## config.mk

```make
export PLATFORM = sky130hd
export DESIGN_NAME = dslot_trap
export DESIGN_NICKNAME = d
export VERILOG_FILES = /design/src/rtl/dslot_pkg.sv /design/src/rtl/dslot_tracker.sv /design/src/rtl/dslot_classify.sv /design/src/rtl/dslot_entry.sv /design/src/rtl/dslot_trap.sv
export SDC_FILE = /design/constraint.sdc
export NUM_CORES = 1
export LEC_CHECK = 0
export BUFFER_PORTS_ARGS = -buffer_cell sky130_fd_sc_hd__buf_2
export CORE_AREA = 3 3 135 137
export CTS_BUF_LIST = sky130_fd_sc_hd__clkbuf_4
export CTS_CLUSTER_DIAMETER = 100
export DETAILED_ROUTE_END_ITERATION = 16
export DIE_AREA = 0 0 138 140
export PLACE_DENSITY = 0.5
export SYNTH_ARGS = -nofsm -noshare
export SYNTH_HDL_FRONTEND = slang
export SYNTH_SLANG_ARGS = --single-unit
```

## constraint.sdc

```tcl
create_clock -name clk -period 2.35 [get_ports clk]
set_clock_uncertainty 0.2 [all_clocks]
set_input_delay 0.235 -clock clk [delete_from_list [all_inputs] [get_ports clk]]
set_output_delay 0.235 -clock clk [all_outputs]
set_load 0.01 [all_outputs]
```

## src/rtl/dslot_pkg.sv

```systemverilog
package dslot_pkg;

    localparam int XLEN = 32;
    localparam int ILEN = 16;

    typedef logic [XLEN-1:0] word_t;
    typedef logic [ILEN-1:0] opcode_t;

    typedef struct packed {
        logic dly_branch;
        logic pc_write;
        logic priv;
        logic priv_exempt;
        logic pc_rel;
    } ins_class_t;

    typedef enum logic [2:0] {
        CAUSE_NONE  = 3'd0,
        CAUSE_UNDEF = 3'd1,
        CAUSE_PCMOD = 3'd2,
        CAUSE_PRIV  = 3'd3,
        CAUSE_PCREL = 3'd4
    } cause_e;

    typedef struct packed {
        word_t sav_pc;
        word_t sav_sr;
        word_t sav_gr;
        word_t evt_code;
        word_t new_sr;
        word_t new_pc;
    } entry_t;

    function automatic word_t bit_mask3(input int unsigned a, input int unsigned b,
                                        input int unsigned c);
        word_t m;
        m = '0;
        m[a] = 1'b1;
        m[b] = 1'b1;
        m[c] = 1'b1;
        return m;
    endfunction

endpackage

```

## src/rtl/dslot_tracker.sv

```systemverilog
module dslot_tracker (
    input  logic clk,
    input  logic rst,
    input  logic valid_i,
    input  logic dly_branch_i,
    input  logic trap_i,
    output logic slot_o
);
    logic slot_q;

    always_ff @(posedge clk) begin
        if (rst) begin
            slot_q <= 1'b0;
        end else if (valid_i) begin
            slot_q <= dly_branch_i & ~trap_i;
        end
    end

    assign slot_o = slot_q;

    // a slot opens only after an accepted, untrapped delayed branch
    assert_slot_source_R2: assert property (@(posedge clk) disable iff (rst)
        $rose(slot_q) |-> $past(valid_i && dly_branch_i && !trap_i));

    // an instruction consumed in a slot always closes it
    assert_slot_closes_R2: assert property (@(posedge clk) disable iff (rst)
        (slot_q && valid_i) |=> !slot_q);

    // idle cycles leave the flag alone
    assert_slot_hold_R2: assert property (@(posedge clk) disable iff (rst)
        !valid_i |=> $stable(slot_q));

endmodule

```

## src/rtl/dslot_classify.sv

```systemverilog
module dslot_classify
    import dslot_pkg::*;
#(
    parameter opcode_t UNDEF_OP = 16'hFFFD
) (
    input  logic       valid_i,
    input  logic       in_slot_i,
    input  logic       user_mode_i,
    input  opcode_t    opcode_i,
    input  ins_class_t cls_i,
    output logic       violate_o
);
    cause_e cause;

    always_comb begin
        cause = CAUSE_NONE;
        if (valid_i && in_slot_i) begin
            if (opcode_i == UNDEF_OP) begin
                cause = CAUSE_UNDEF;
            end else if (cls_i.dly_branch || cls_i.pc_write) begin
                cause = CAUSE_PCMOD;
            end else if (cls_i.priv && !cls_i.priv_exempt && user_mode_i) begin
                cause = CAUSE_PRIV;
            end else if (cls_i.pc_rel) begin
                cause = CAUSE_PCREL;
            end
        end
    end

    assign violate_o = (cause != CAUSE_NONE);

    // no violation without an accepted slot instruction
    always_comb begin
        if (!(valid_i && in_slot_i)) begin
            assert_no_trap_outside_R7: assert (!violate_o);
        end
    end

endmodule

```

## src/rtl/dslot_entry.sv

```systemverilog
module dslot_entry
    import dslot_pkg::*;
#(
    parameter int    INSN_BYTES = 2,
    parameter word_t EVT_CODE   = 32'h0000_01A0,
    parameter word_t VEC_OFS    = 32'h0000_0100,
    parameter int    MD_BIT     = 30,
    parameter int    RB_BIT     = 29,
    parameter int    BL_BIT     = 28
) (
    input  logic   fire_i,
    input  word_t  pc_i,
    input  word_t  sr_i,
    input  word_t  r15_i,
    input  word_t  vbr_i,
    output entry_t entry_o
);
    localparam word_t FORCE_MASK = bit_mask3(MD_BIT, RB_BIT, BL_BIT);
    localparam word_t STEP       = word_t'(INSN_BYTES);

    always_comb begin
        entry_o = '0;
        if (fire_i) begin
            entry_o.sav_pc   = pc_i - STEP;
            entry_o.sav_sr   = sr_i;
            entry_o.sav_gr   = r15_i;
            entry_o.evt_code = EVT_CODE;
            entry_o.new_sr   = sr_i | FORCE_MASK;
            entry_o.new_pc   = vbr_i + VEC_OFS;
        end
    end

endmodule

```

## src/rtl/dslot_trap.sv

```systemverilog
module dslot_trap
    import dslot_pkg::*;
#(
    parameter opcode_t UNDEF_OP   = 16'hFFFD,
    parameter int      INSN_BYTES = 2,
    parameter word_t   EVT_CODE   = 32'h0000_01A0,
    parameter word_t   VEC_OFS    = 32'h0000_0100,
    parameter int      MD_BIT     = 30,
    parameter int      RB_BIT     = 29,
    parameter int      BL_BIT     = 28
) (
    input  logic        clk,
    input  logic        rst,
    input  logic        ins_valid_i,
    input  logic [15:0] ins_opcode_i,
    input  logic        ins_dly_branch_i,
    input  logic        ins_pc_write_i,
    input  logic        ins_priv_i,
    input  logic        ins_priv_exempt_i,
    input  logic        ins_pc_rel_i,
    input  logic [31:0] cur_pc_i,
    input  logic [31:0] cur_sr_i,
    input  logic [31:0] cur_r15_i,
    input  logic [31:0] cur_vbr_i,
    output logic        slot_o,
    output logic        trap_o,
    output logic [31:0] sav_pc_o,
    output logic [31:0] sav_sr_o,
    output logic [31:0] sav_gr_o,
    output logic [31:0] evt_code_o,
    output logic [31:0] new_sr_o,
    output logic [31:0] new_pc_o
);
    ins_class_t cls;
    entry_t     entry;
    logic       in_slot;
    logic       user_mode;

    assign cls = '{dly_branch:  ins_dly_branch_i,
                   pc_write:    ins_pc_write_i,
                   priv:        ins_priv_i,
                   priv_exempt: ins_priv_exempt_i,
                   pc_rel:      ins_pc_rel_i};

    assign user_mode = ~cur_sr_i[MD_BIT];

    dslot_tracker u_tracker (
        .clk          (clk),
        .rst          (rst),
        .valid_i      (ins_valid_i),
        .dly_branch_i (ins_dly_branch_i),
        .trap_i       (trap_o),
        .slot_o       (in_slot)
    );

    dslot_classify #(.UNDEF_OP(UNDEF_OP)) u_classify (
        .valid_i     (ins_valid_i),
        .in_slot_i   (in_slot),
        .user_mode_i (user_mode),
        .opcode_i    (ins_opcode_i),
        .cls_i       (cls),
        .violate_o   (trap_o)
    );

    dslot_entry #(
        .INSN_BYTES (INSN_BYTES),
        .EVT_CODE   (EVT_CODE),
        .VEC_OFS    (VEC_OFS),
        .MD_BIT     (MD_BIT),
        .RB_BIT     (RB_BIT),
        .BL_BIT     (BL_BIT)
    ) u_entry (
        .fire_i  (trap_o),
        .pc_i    (cur_pc_i),
        .sr_i    (cur_sr_i),
        .r15_i   (cur_r15_i),
        .vbr_i   (cur_vbr_i),
        .entry_o (entry)
    );

    assign slot_o     = in_slot;
    assign sav_pc_o   = entry.sav_pc;
    assign sav_sr_o   = entry.sav_sr;
    assign sav_gr_o   = entry.sav_gr;
    assign evt_code_o = entry.evt_code;
    assign new_sr_o   = entry.new_sr;
    assign new_pc_o   = entry.new_pc;

    // a trap only happens while the slot flag is up
    assert_trap_in_slot_R11: assert property (@(posedge clk) disable iff (rst)
        trap_o |-> slot_o);

    // saved PC points one instruction back
    assert_saved_pc_R8: assert property (@(posedge clk) disable iff (rst)
        trap_o |-> (sav_pc_o + 32'(INSN_BYTES) == cur_pc_i));

    // the entry status word has mode, bank and block bits on
    assert_new_sr_bits_R10: assert property (@(posedge clk) disable iff (rst)
        trap_o |-> (new_sr_o[MD_BIT] && new_sr_o[RB_BIT] && new_sr_o[BL_BIT]));

    // entry outputs are quiet without a trap
    assert_quiet_entry_R11: assert property (@(posedge clk) disable iff (rst)
        !trap_o |-> (new_pc_o == '0 && evt_code_o == '0 && sav_pc_o == '0));

    // user/privileged distinction for privileged instructions
    assert_priv_kernel_R5: assert property (@(posedge clk) disable iff (rst)
        (slot_o && ins_valid_i && cur_sr_i[MD_BIT] && ins_opcode_i != UNDEF_OP &&
         !ins_dly_branch_i && !ins_pc_write_i && !ins_pc_rel_i) |-> !trap_o);

endmodule

```

Yosys cells after proc, flatten, opt, wreduce, memory -nomap -nowiden
Cells that the tools add are included.

Add/sub/neg operators: 2. Muxes and demuxes: 6. Equal/unequal tests: 1. Bitwise gates (word level): 3. Reductions and logical operators: 6.

Operators with widths (number): $mux W192 (1); $add A32 B9 Y32 const B (1); $sub A32 B2 Y32 const B (1); $eq A16 B16 Y1 const B (1); $mux W3 (5); $logic_and A1 B1 Y1 (3); $reduce_bool A3 Y1 (1); $not A1 Y1 (2); $and A1 B1 Y1 (1); $logic_not A1 Y1 (1); $logic_or A1 B1 Y1 (1).

Logic and storage cells: 19. Output and inout port bits: 194. Input bits: 152. Flip-flop bits (word level): 1.

Depth between registers and ports, before layout
Gate-level depths: netlist of run 1.

Depth in word-level cells: 10. Depth in mapped cells: 9. Gate-level depth less buffers: 7.

Cells and area by module
Synthesis of run 1 repeated with hierarchy kept, for this count alone.

Cell total of the unflattened synthesis: 379. Area total of the unflattened synthesis: 2386.0 µm².

Modules (own cells, without submodules): dslot_entry (seq. area each 0.0 µm², area an instance 2275.9 µm², cells each 365, instances 1); dslot_classify (seq. area each 0.0 µm², area an instance 63.8 µm², cells each 9, instances 1); dslot_tracker (seq. area each 20.0 µm², area an instance 42.5 µm², cells each 4, instances 1); dslot_trap (seq. area each 0.0 µm², area an instance 3.8 µm², cells each 1, instances 1).

Worst setup path after synthesis of run 1
No wires, ideal clock.

Path kind: input to output. Start point: input ins_opcode_i[1]. End point: output sav_sr_o[10]. Path buffers: 3. Slack: -0.106 ns. Data arrival time: 2.021 ns. Data required time: 1.915 ns. Cell stages on the path: 9. Cell sequence: nand4b_1 or4_1 nand3_1 nand3_1 inv_2 clkbuf_1 clkbuf_1 and2_1 buf_4.

Longest elaborated chain between the ends: 5.

Ends and longest elaborated chain: start: declaration (RTL line dslot_trap.sv:15) `input logic [15:0] ins_opcode_i,`; $eq A16 B16 Y1 (RTL line dslot_classify.sv:18) `if (opcode_i == UNDEF_OP) begin`; $mux W3 (RTL line dslot_classify.sv:18); $mux W3 (RTL line dslot_classify.sv:17) `if (valid_i && in_slot_i) begin`; $reduce_bool A3 Y1 (RTL line dslot_classify.sv:30) `assign violate_o = (cause != CAUSE_NONE);`; $mux W192 (RTL line dslot_entry.sv:23) `if (fire_i) begin`; end: declaration (RTL line dslot_trap.sv:28) `output logic [31:0] sav_sr_o,`.

Every way passes these cells.

Final worst setup path of run 1
Start point: input cur_pc_i[20]. End point: output sav_pc_o[30].

Longest elaborated chain between the ends: 2.

Ends and longest elaborated chain: start: declaration (RTL line dslot_trap.sv:21) `input logic [31:0] cur_pc_i,`; $sub A32 B2 Y32 (RTL line dslot_entry.sv:24) `entry_o.sav_pc = pc_i - STEP;`; $mux W192 (RTL line dslot_entry.sv:23); end: declaration (RTL line dslot_trap.sv:27) `output logic [31:0] sav_pc_o,`.

Every way passes these cells.

==> out/qor.csv, run 1 <==
metric,value,unit
Post-synth EDFFs,0,
placer congestion estimate,0.8417,
n_diodes,0,
number of distinct library cells after synthesis,37,
vias in the first global route,3382,
hpwl dp,11670,um
Layout area overhead,113.2,%
drt via density,3.988,
final total power,0.5661,mW
Initial Utilization,13.58,%
footprint of the multi-input gates,0.002082,mm2
Core Region,0.01718,mm2
Wirelength per Cell,15.75,um
floorplan row count,48,
CP required,1910,ps
fraction of layout cells with a size suffix above 1,62.96,%
placed cell count,899,
"Data arrival, critical path",2200,ps
initial antenna violation count,0,
Antenna Nets Post-Route,0,
sequential share of the synthesized area,0.8584,%
# DRC,0,
Netlist Area Pre-Place,0.002332,mm2
die area,0.01932,mm2
"commonest non-fill, non-tap cells in the layout","buf_2, buf_6, nor2_1, and2_4, xnor2_1",
global-route wire length before repair,19820,um
syn avg cell area,6.236,um2
gr ovfl total,0,
Syn Inst Count,374,
via count,3621,
Clock transition at path regs,0,ps
drt pass-1 iters,4,
"commonest non-fill, non-tap cell in the layout",buf_2,
max reg flops,1,
register bit total from synthesis,1,
crit path kind,in2out,
setup TNS,-280.8,ps
crit path launch type,input port,
largest net degree at the start of global routing,55,
Yosys top cell by area,buf_4,
violated checks,setup timing,
Final min period,2631,ps
Final WS setup,-280.8,ps
Detailed Route WL,14300,um
die height,140,um
Pleak,2.592,nW
Max Clk Rate,0.3801,GHz
Max-cap violations,0,
post-synth top area share,20.60,%
Post-synth ARST share,0,%
Ys Warns,0,
RSZ-0062 raised after global routing,true,
clock latency on the worst-skew pair,0,ps
GRT Resource Usage Total,12.52,%
Final Max Slew Viols,0,
FILL cells,1898,
Worst slew margin,63.67,%
Max VDD drop,0.05026,mV
FF/Latch Area,20.02,um2
I/O pin cnt,346,
HP Class,in2reg,
status,"complete, but fails checks",
worst slew pin tran,537.9,ps
layout net count,839,
power density over cell area,113.8,mW/mm2
top post-synthesis cells by area,"buf_4, and2_1, xnor2_1",
post-route insts no fill,908,
final setup vio count,1,
Worst Setup End Kind,output pin,
"Max FO, Critical Path",2,
1st-iter DRT viols,70,
final hold viol count,0,
Chip Width,138,um
hold buffers post-CTS,0,
final worst-path cycle share,111.9,%
number of port buffers,316,
Synth Flop Type,dfxtp_1,
pre-CTS WS,-347.6,ps
-- path summary, 6_finish.rpt --
check,from,end,slack (ps),depth (start not counted)
hold reg to reg,u_tracker.slot_o,u_tracker.slot_o,430,2
setup / recovery,cur_pc_i[20],sav_pc_o[30],-280,7
hold / removal,rst,u_tracker.slot_o,200,2
setup reg to reg,u_tracker.slot_o,u_tracker.slot_o,1280,2
-- worst max-delay path, cell delays in order --
cell,delay (ps)
buf_6,90
or4_4,530
or4_4,460
nor4_4,160
or3b_4,420
a21oi_4,180
buf_6,120
-- kinds of logic after synthesis --
group | count (synthesis) | synth area share, %
XOR/XNOR | 46 | 17.27
AND/OR/NAND/NOR | 229 | 53.86
flip-flops | 1 | 0.8584
multiplexers | 1 | 0.4828
adder cells (fa/ha/maj) | 2 | 1.073
AO/OA/AOI/OAI | 9 | 2.306
buffers and inverters | 85 | 23.98
other | 1 | 0.1608
-- stage by stage --
stage          hold WS [ps]  util [%]  area, um2
6_report              201.5     28.95       4972
5_1_grt               217.3     28.95       4972
4_1_cts               207.4     24.66       4237
3_5_place_dp          206.9     23.69       4069
3_3_place_gp          206.3     23.69       4069
2_1_floorplan         106.6         -       2450
-- report_power, final --
group / total [mW] / internal (mW) / switching, mW
clock: 0 / 0 / 0
combinational: 0.547 / 0.285 / 0.261
sequential: 0.0195 / 0.0183 / 0.00118
total: 0.566 / 0.303 / 0.263
-- what timing repair did --
item | CTS | global route
setup endpoints to repair | 22 | 91
gates cloned | 3 | 3
resized for setup | 18 | 157
buffers inserted | 1 | 3
pin swaps | 5 | 36
-- cell type report --
type	count	share of cell area, %
inverter	7	0.6794
multi-input combinational	316	41.87
sequential	1	0.4026
tap	225	5.662
timing repair buffer	359	51.38
-- layer usage --
layer | vias to the layer above | track usage, % | wire [um]
met5 | - | 0 | 0
met4 | 0 | 0.9360 | 210
met3 | 8 | 2.356 | 1160
met2 | 194 | 22.76 | 7259
met1 | 1666 | 16.04 | 5669
li1 | 1753 | - | -
-- cells in the mapped netlist, drive strengths merged (4+ instances only) --
cell,number
xor2,10
nor3,20
nand3,12
a21oi,5
xnor2,36
nor4,9
or4,7
or3,4
buf,64
clkbuf,14
nand2,15
inv,7
nand4,8
or2,4
nor2,64
and2,76
(Power assumes the default switching activity.)
==> inputs of run 2 (changes only) <==
--- a/config.mk
+++ b/config.mk
@@ -12,6 +12,7 @@
 export DETAILED_ROUTE_END_ITERATION = 16
 export DIE_AREA = 0 0 138 140
 export PLACE_DENSITY = 0.5
+export SETUP_SLACK_MARGIN = 0.05
 export SYNTH_ARGS = -nofsm -noshare
 export SYNTH_HDL_FRONTEND = slang
 export SYNTH_SLANG_ARGS = --single-unit
==> run 2 against run 1 <==
The flow still finishes with violations (setup timing). Worst setup slack improved by 50 ps. Largest cell class unchanged. Design area decreased by 9.8%. Maximum frequency increased by 1.9%. Register-to-register slack about the same. Hold slack got worse by 0.67 ps. Sequential share of layout area about the same. Sequential power about the same. Flip-flop and latch count unchanged. Combinational power decreased by 7.7%.
==> out/qor.csv, run 2 (synthesis results as in run 1) <==
metric,value,unit,change
status,"complete, but fails checks",,
violated checks,setup timing,,
drt pass-1 iters,4,,unchanged
Worst Setup End Kind,output pin,,
worst slew pin tran,519.8,ps,-18.16 ps
1st-iter DRT viols,59,,-16%
Antenna Nets Post-Route,0,,unchanged
Final WS setup,-230.8,ps,+50.00 ps
vias in the first global route,3382,,unchanged
Hold Startpoint,rst,,
Clock transition at path regs,0,ps,unchanged
worst hold endpoint,u_tracker.slot_o,,
Chip Width,138,um,unchanged
final design utilization,26.12,%,-2.8 points
RSZ-0062 raised after global routing,true,,
Layout area overhead,92.38,%,
CP bufs+invs,2,,unchanged
Max-cap violations,0,,unchanged
"slowest stage delay, CP",520,ps,about the same
Pleak,2.492,nW,-3.9%
"Max FO, Critical Path",2,,unchanged
drt via density,3.873,,-2.9%
Initial Utilization,13.58,%,unchanged
Hold Path Depth,2,,unchanged
R2R setup slack,1290,ps,about the same
"commonest non-fill, non-tap cell in the layout",buf_2,,
final hold viol count,0,,unchanged
pre-CTS WS,-313.3,ps,+34.28 ps
Worst slew margin,65.08,%,+1.4 points
crit-path cells,buf_6 -> or4_4 -> or4_4 -> nor4_4 -> or3b_1 -> a21oi_2 -> buf_2,,
I/O pin cnt,346,,unchanged
"Data arrival, critical path",2150,ps,-50 ps
crit path kind,in2out,,
layout net count,840,,+0.12%
final setup vio count,2,,+1
Detailed Route WL,14600,um,+2.1%
max reg flops,1,,unchanged
Top delay family on crit path,simple AND/OR/NAND/NOR gates,,
Final min period,2581,ps,-50.00 ps
via count,3521,,-2.8%
GRT Resource Usage Total,13.23,%,+0.71 points
"Slowest-stage cell, CP",or4_4,,
hpwl dp,12020,um,+3.0%
final worst-path cycle share,109.8,%,-2.1 points
"commonest non-fill, non-tap cells in the layout","buf_2, and2_1, nor2_1, buf_4, xnor2_1",,
Reg2Reg Depth,2,,unchanged
reg2reg start,u_tracker.slot_o,,
clock latency on the worst-skew pair,0,ps,unchanged
Core Region,0.01718,mm2,unchanged
Final Max Slew Viols,0,,unchanged
n_diodes,0,,unchanged
Max VDD drop,0.04974,mV,-1.0%
hold buffers post-CTS,0,,unchanged
fraction of layout cells with a size suffix above 1,58.63,%,-4.3 points
r2r endpoint,u_tracker.slot_o,,
gr ovfl total,0,,unchanged
HP Class,in2reg,,
power density over cell area,116.8,mW/mm2,+2.6%
CP required,1910,ps,about the same
global-route wire length before repair,20530,um,+3.6%
initial antenna violation count,3,,+3
floorplan row count,48,,unchanged
crit path launch type,input port,,
die height,140,um,unchanged
largest net degree at the start of global routing,55,,unchanged
die area,0.01932,mm2,unchanged
Wirelength per Cell,16.06,um,+2.0%
placer congestion estimate,0.8611,,+2.3%
number of port buffers,316,,unchanged
"most used cell, CP",or4_4,,
# DRC,0,,unchanged
Max Clk Rate,0.3875,GHz,+1.9%
Hold Slack,200.8,ps,-0.6730 ps
==> run 2: cell type report <==
class,instances,area [um2]
fill,1969,12690
tap,225,281.5
multi-input combinational,316,2043
timing repair buffer,360,2101
inverter,7,41.29
sequential,1,20.02
==> run 2: per-layer routing <==
metal / global-route usage [%] / share of wire (%) / vias up
met5: 0 / 0 / -
met4: 3.328 / 3.2 / 0
met3: 2.868 / 7.3 / 18
met2: 24.64 / 52 / 185
met1: 15.34 / 38 / 1559
li1: - / - / 1759
==> run 2: worst register-to-register path, cell delays in order, from the launching register on <==
cell and delay, ps:
dfxtp_1 370, mux2_2 350, nor2_1 80
==> run 2: timing repair <==
item / 4_1_cts / 5_1_grt
pin swaps: 3 / 12
gates resized for setup: 16 / 54
gates cloned: 2 / 3
endpoints found under the setup margin: 30 / 121
buffers inserted: 3 / 2
==> run 2: worst max path at each step <==
stage	cells after the start	to	slack, ps	startpoint
final	7	sav_pc_o[30]	-230	cur_pc_i[20]
after global routing	7	sav_pc_o[30]	-300	cur_pc_i[20]
after CTS	7	sav_pc_o[30]	-270	cur_pc_i[20]
after detailed placement	7	sav_pc_o[30]	-310	cur_pc_i[20]
after global placement	7	sav_pc_o[30]	-290	cur_pc_i[20]
after floorplan	5	sav_pc_o[30]	-50	cur_pc_i[20]
==> run 2: stage by stage <==
stage	power (mW)	TNS (ps)	instance area, um2	cells
final	0.5243	-234.5	4487	909
after floorplan	0.2463	-54.00	2451	402
after global routing	0.5720	-360.1	4487	909
after detailed placement	0.4644	-400.8	4056	899
after CTS	0.4847	-334.5	4194	904
after global placement	0.4643	-421.2	4056	899
==> run 2: power breakdown <==
group | switching, mW | total (mW) | internal [mW]
registers | 0.00112 | 0.0194 | 0.0183
clock network | 0 | 0 | 0
logic | 0.256 | 0.505 | 0.249
total | 0.257 | 0.524 | 0.267
==> inputs of run 3 (changes only) <==
--- a/config.mk
+++ b/config.mk
@@ -6,13 +6,15 @@
 export NUM_CORES = 1
 export LEC_CHECK = 0
 export BUFFER_PORTS_ARGS = -buffer_cell sky130_fd_sc_hd__buf_2
-export CORE_AREA = 3 3 135 137
+export CORE_AREA = 3 3 132 134
 export CTS_BUF_LIST = sky130_fd_sc_hd__clkbuf_4
 export CTS_CLUSTER_DIAMETER = 100
 export DETAILED_ROUTE_END_ITERATION = 16
-export DIE_AREA = 0 0 138 140
+export DIE_AREA = 0 0 135 137
 export PLACE_DENSITY = 0.5
+export REMOVE_ABC_BUFFERS = 1
 export SETUP_SLACK_MARGIN = 0.05
+export SLEW_MARGIN = 20
 export SYNTH_ARGS = -nofsm -noshare
 export SYNTH_HDL_FRONTEND = slang
 export SYNTH_SLANG_ARGS = --single-unit
==> constraint.sdc (replaced) <==
create_clock -name clk -period 2.5 [get_ports clk]
set_clock_uncertainty 0.2 [all_clocks]
set_input_delay 0.25 -clock clk [delete_from_list [all_inputs] [get_ports clk]]
set_output_delay 0.25 -clock clk [all_outputs]
set_load 0.01 [all_outputs]
==> run 3 against run 2 <==
The flow still finishes with violations (setup timing). Design area is 8.3% lower. Cell count shrank 2.0%. Sequential power down 5%. Total power is 14% lower. Via count up 2.1%. Flip-flop and latch count is the same. Routed wire length up 20%. Critical path type unchanged. First-iteration DRC count increased by 130%.
==> out/qor.csv, run 3 (synthesis results as in run 1) <==
metric,value,unit,change
status,"complete, but fails checks",,
violated checks,setup timing,,
crit path launch type,input port,,
clock latency on the worst-skew pair,0,ps,unchanged
placed cell count,884,,-1.7%
vias in the first global route,3184,,-5.9%
drt pass-1 iters,4,,unchanged
Pleak,2.341,nW,-6.1%
"Max FO, Critical Path",2,,unchanged
Max Clk Rate,0.3861,GHz,
post-route insts no fill,891,,-2.0%
Hold Slack,211.6,ps,+10.82 ps
Max-cap violations,0,,unchanged
initial antenna violation count,23,,+20
CP required,2050,ps,+140 ps
Initial Utilization,14.21,%,+0.64 points
Final min period,2590,ps,
pre-CTS WS,-233.8,ps,+79.53 ps
die area,0.01850,mm2,-4.3%
# DRC,0,,unchanged
placer congestion estimate,0.7970,,-7.4%
1st-iter DRT viols,135,,+130%
Max VDD drop,0.04186,mV,-16%
layout net count,824,,-1.9%
hold buffers post-CTS,0,,unchanged
Wirelength per Cell,19.72,um,+23%
number of port buffers,316,,unchanged
gr ovfl total,0,,unchanged
die height,137,um,-2.1%
Final WS setup,-89.80,ps,+141.0 ps
drt via density,4.035,,+4.2%
final worst-path cycle share,103.6,%,
floorplan row count,47,,-2.1%
global-route wire length before repair,23230,um,+13%
Reg2Reg Depth,2,,unchanged
Final Max Slew Viols,0,,unchanged
max reg flops,1,,unchanged
FILL cells,1894,,-3.8%
Layout area overhead,76.34,%,
via count,3595,,+2.1%
hpwl dp,16180,um,+35%
Core Region,0.01641,mm2,-4.5%
I/O pin cnt,346,,unchanged
Antenna Nets Post-Route,0,,unchanged
Hold Path Depth,2,,unchanged
HP Class,in2reg,,
Detailed Route WL,17570,um,+20%
"commonest non-fill, non-tap cell in the layout",buf_2,,
"Data arrival, critical path",2140,ps,about the same
largest net degree at the start of global routing,37,,-33%
"commonest non-fill, non-tap cells in the layout","buf_2, and2_1, nor2_1, xnor2_1, conb_1",,
GRT Resource Usage Total,17.30,%,+4.1 points
final hold viol count,0,,unchanged
final setup vio count,1,,-1
Clock transition at path regs,0,ps,unchanged
crit path kind,in2out,,
Worst Setup End Kind,output pin,,
fraction of layout cells with a size suffix above 1,54.34,%,-4.3 points
Chip Width,135,um,-2.2%
power density over cell area,110.2,mW/mm2,-5.7%
RSZ-0062 raised after global routing,true,,
==> run 3: changes by cell type in the layout (fill, tap and decap cells not counted), moves of 8 or more <==
cell and change:
nor2_1 +10, buf_6 -8, buf_2 +8, buf_4 -11, nor2_2 -9
==> run 3: area by class of cell <==
type / count / area [um2] / area share, %
Multi-Input combinational cell: 316 / 1923 / 46.76
Timing Repair Buffer: 344 / 1858 / 45.18
Tap cell: 220 / 275.3 / 6.693
Inverter: 7 / 28.78 / 0.6997
Sequential cell: 1 / 20.02 / 0.4868
Antenna cell: 3 / 7.507 / 0.1825
==> run 3: through the flow <==
stage / utilization, % / setup TNS (ps) / cell area (um2) / total power, mW
floorplan: - / -150120 / 1904 / 0.1764
global placement: 24.21 / -193.5 / 3971 / 0.4371
detailed placement: 24.21 / -233.8 / 3971 / 0.4410
CTS: 24.62 / -524.8 / 4039 / 0.4515
global route: 25.04 / -153.7 / 4108 / 0.4924
finish: 25.07 / -89.80 / 4113 / 0.4533
==> run 3: path summary, 6_finish.rpt <==
path / endpoint / slack (ps) / startpoint
hold reg to reg: u_tracker.slot_o / 450 / u_tracker.slot_o
hold / removal: u_tracker.slot_o / 210 / rst
setup / recovery: sav_pc_o[30] / -90 / cur_pc_i[19]
setup reg to reg: u_tracker.slot_o / 1420 / u_tracker.slot_o
==> run 3: per-layer routing <==
| layer | vias up | part of all wire, % | global-route usage, % |
|---|---|---|---|
| li1 | 1726 | - | - |
| met1 | 1586 | 36 | 18.74 |
| met2 | 219 | 51 | 33.21 |
| met3 | 40 | 11 | 7.500 |
| met4 | 24 | 0.84 | 0 |
| met5 | - | 0.91 | 0 |
==> run 3: where the power goes <==
group          switching (mW)  internal [mW]
clock                       0    0.000000162
sequential            0.00130         0.0172
combinational           0.231          0.204
==> run 3: timing repair <==
action                     CTS  global route
resized for setup            3            12
pin swaps                    5             6
setup endpoints to repair    3            81
cloned                       1             0
buffers inserted             2             1
==> run 3: worst max-delay path, cell delays in order <==
cell and delay [ps]:
buf_6 90, or4_4 540, or4_4 460, nor4_4 150
or3b_1 360, a21oi_1 130, buf_2 150
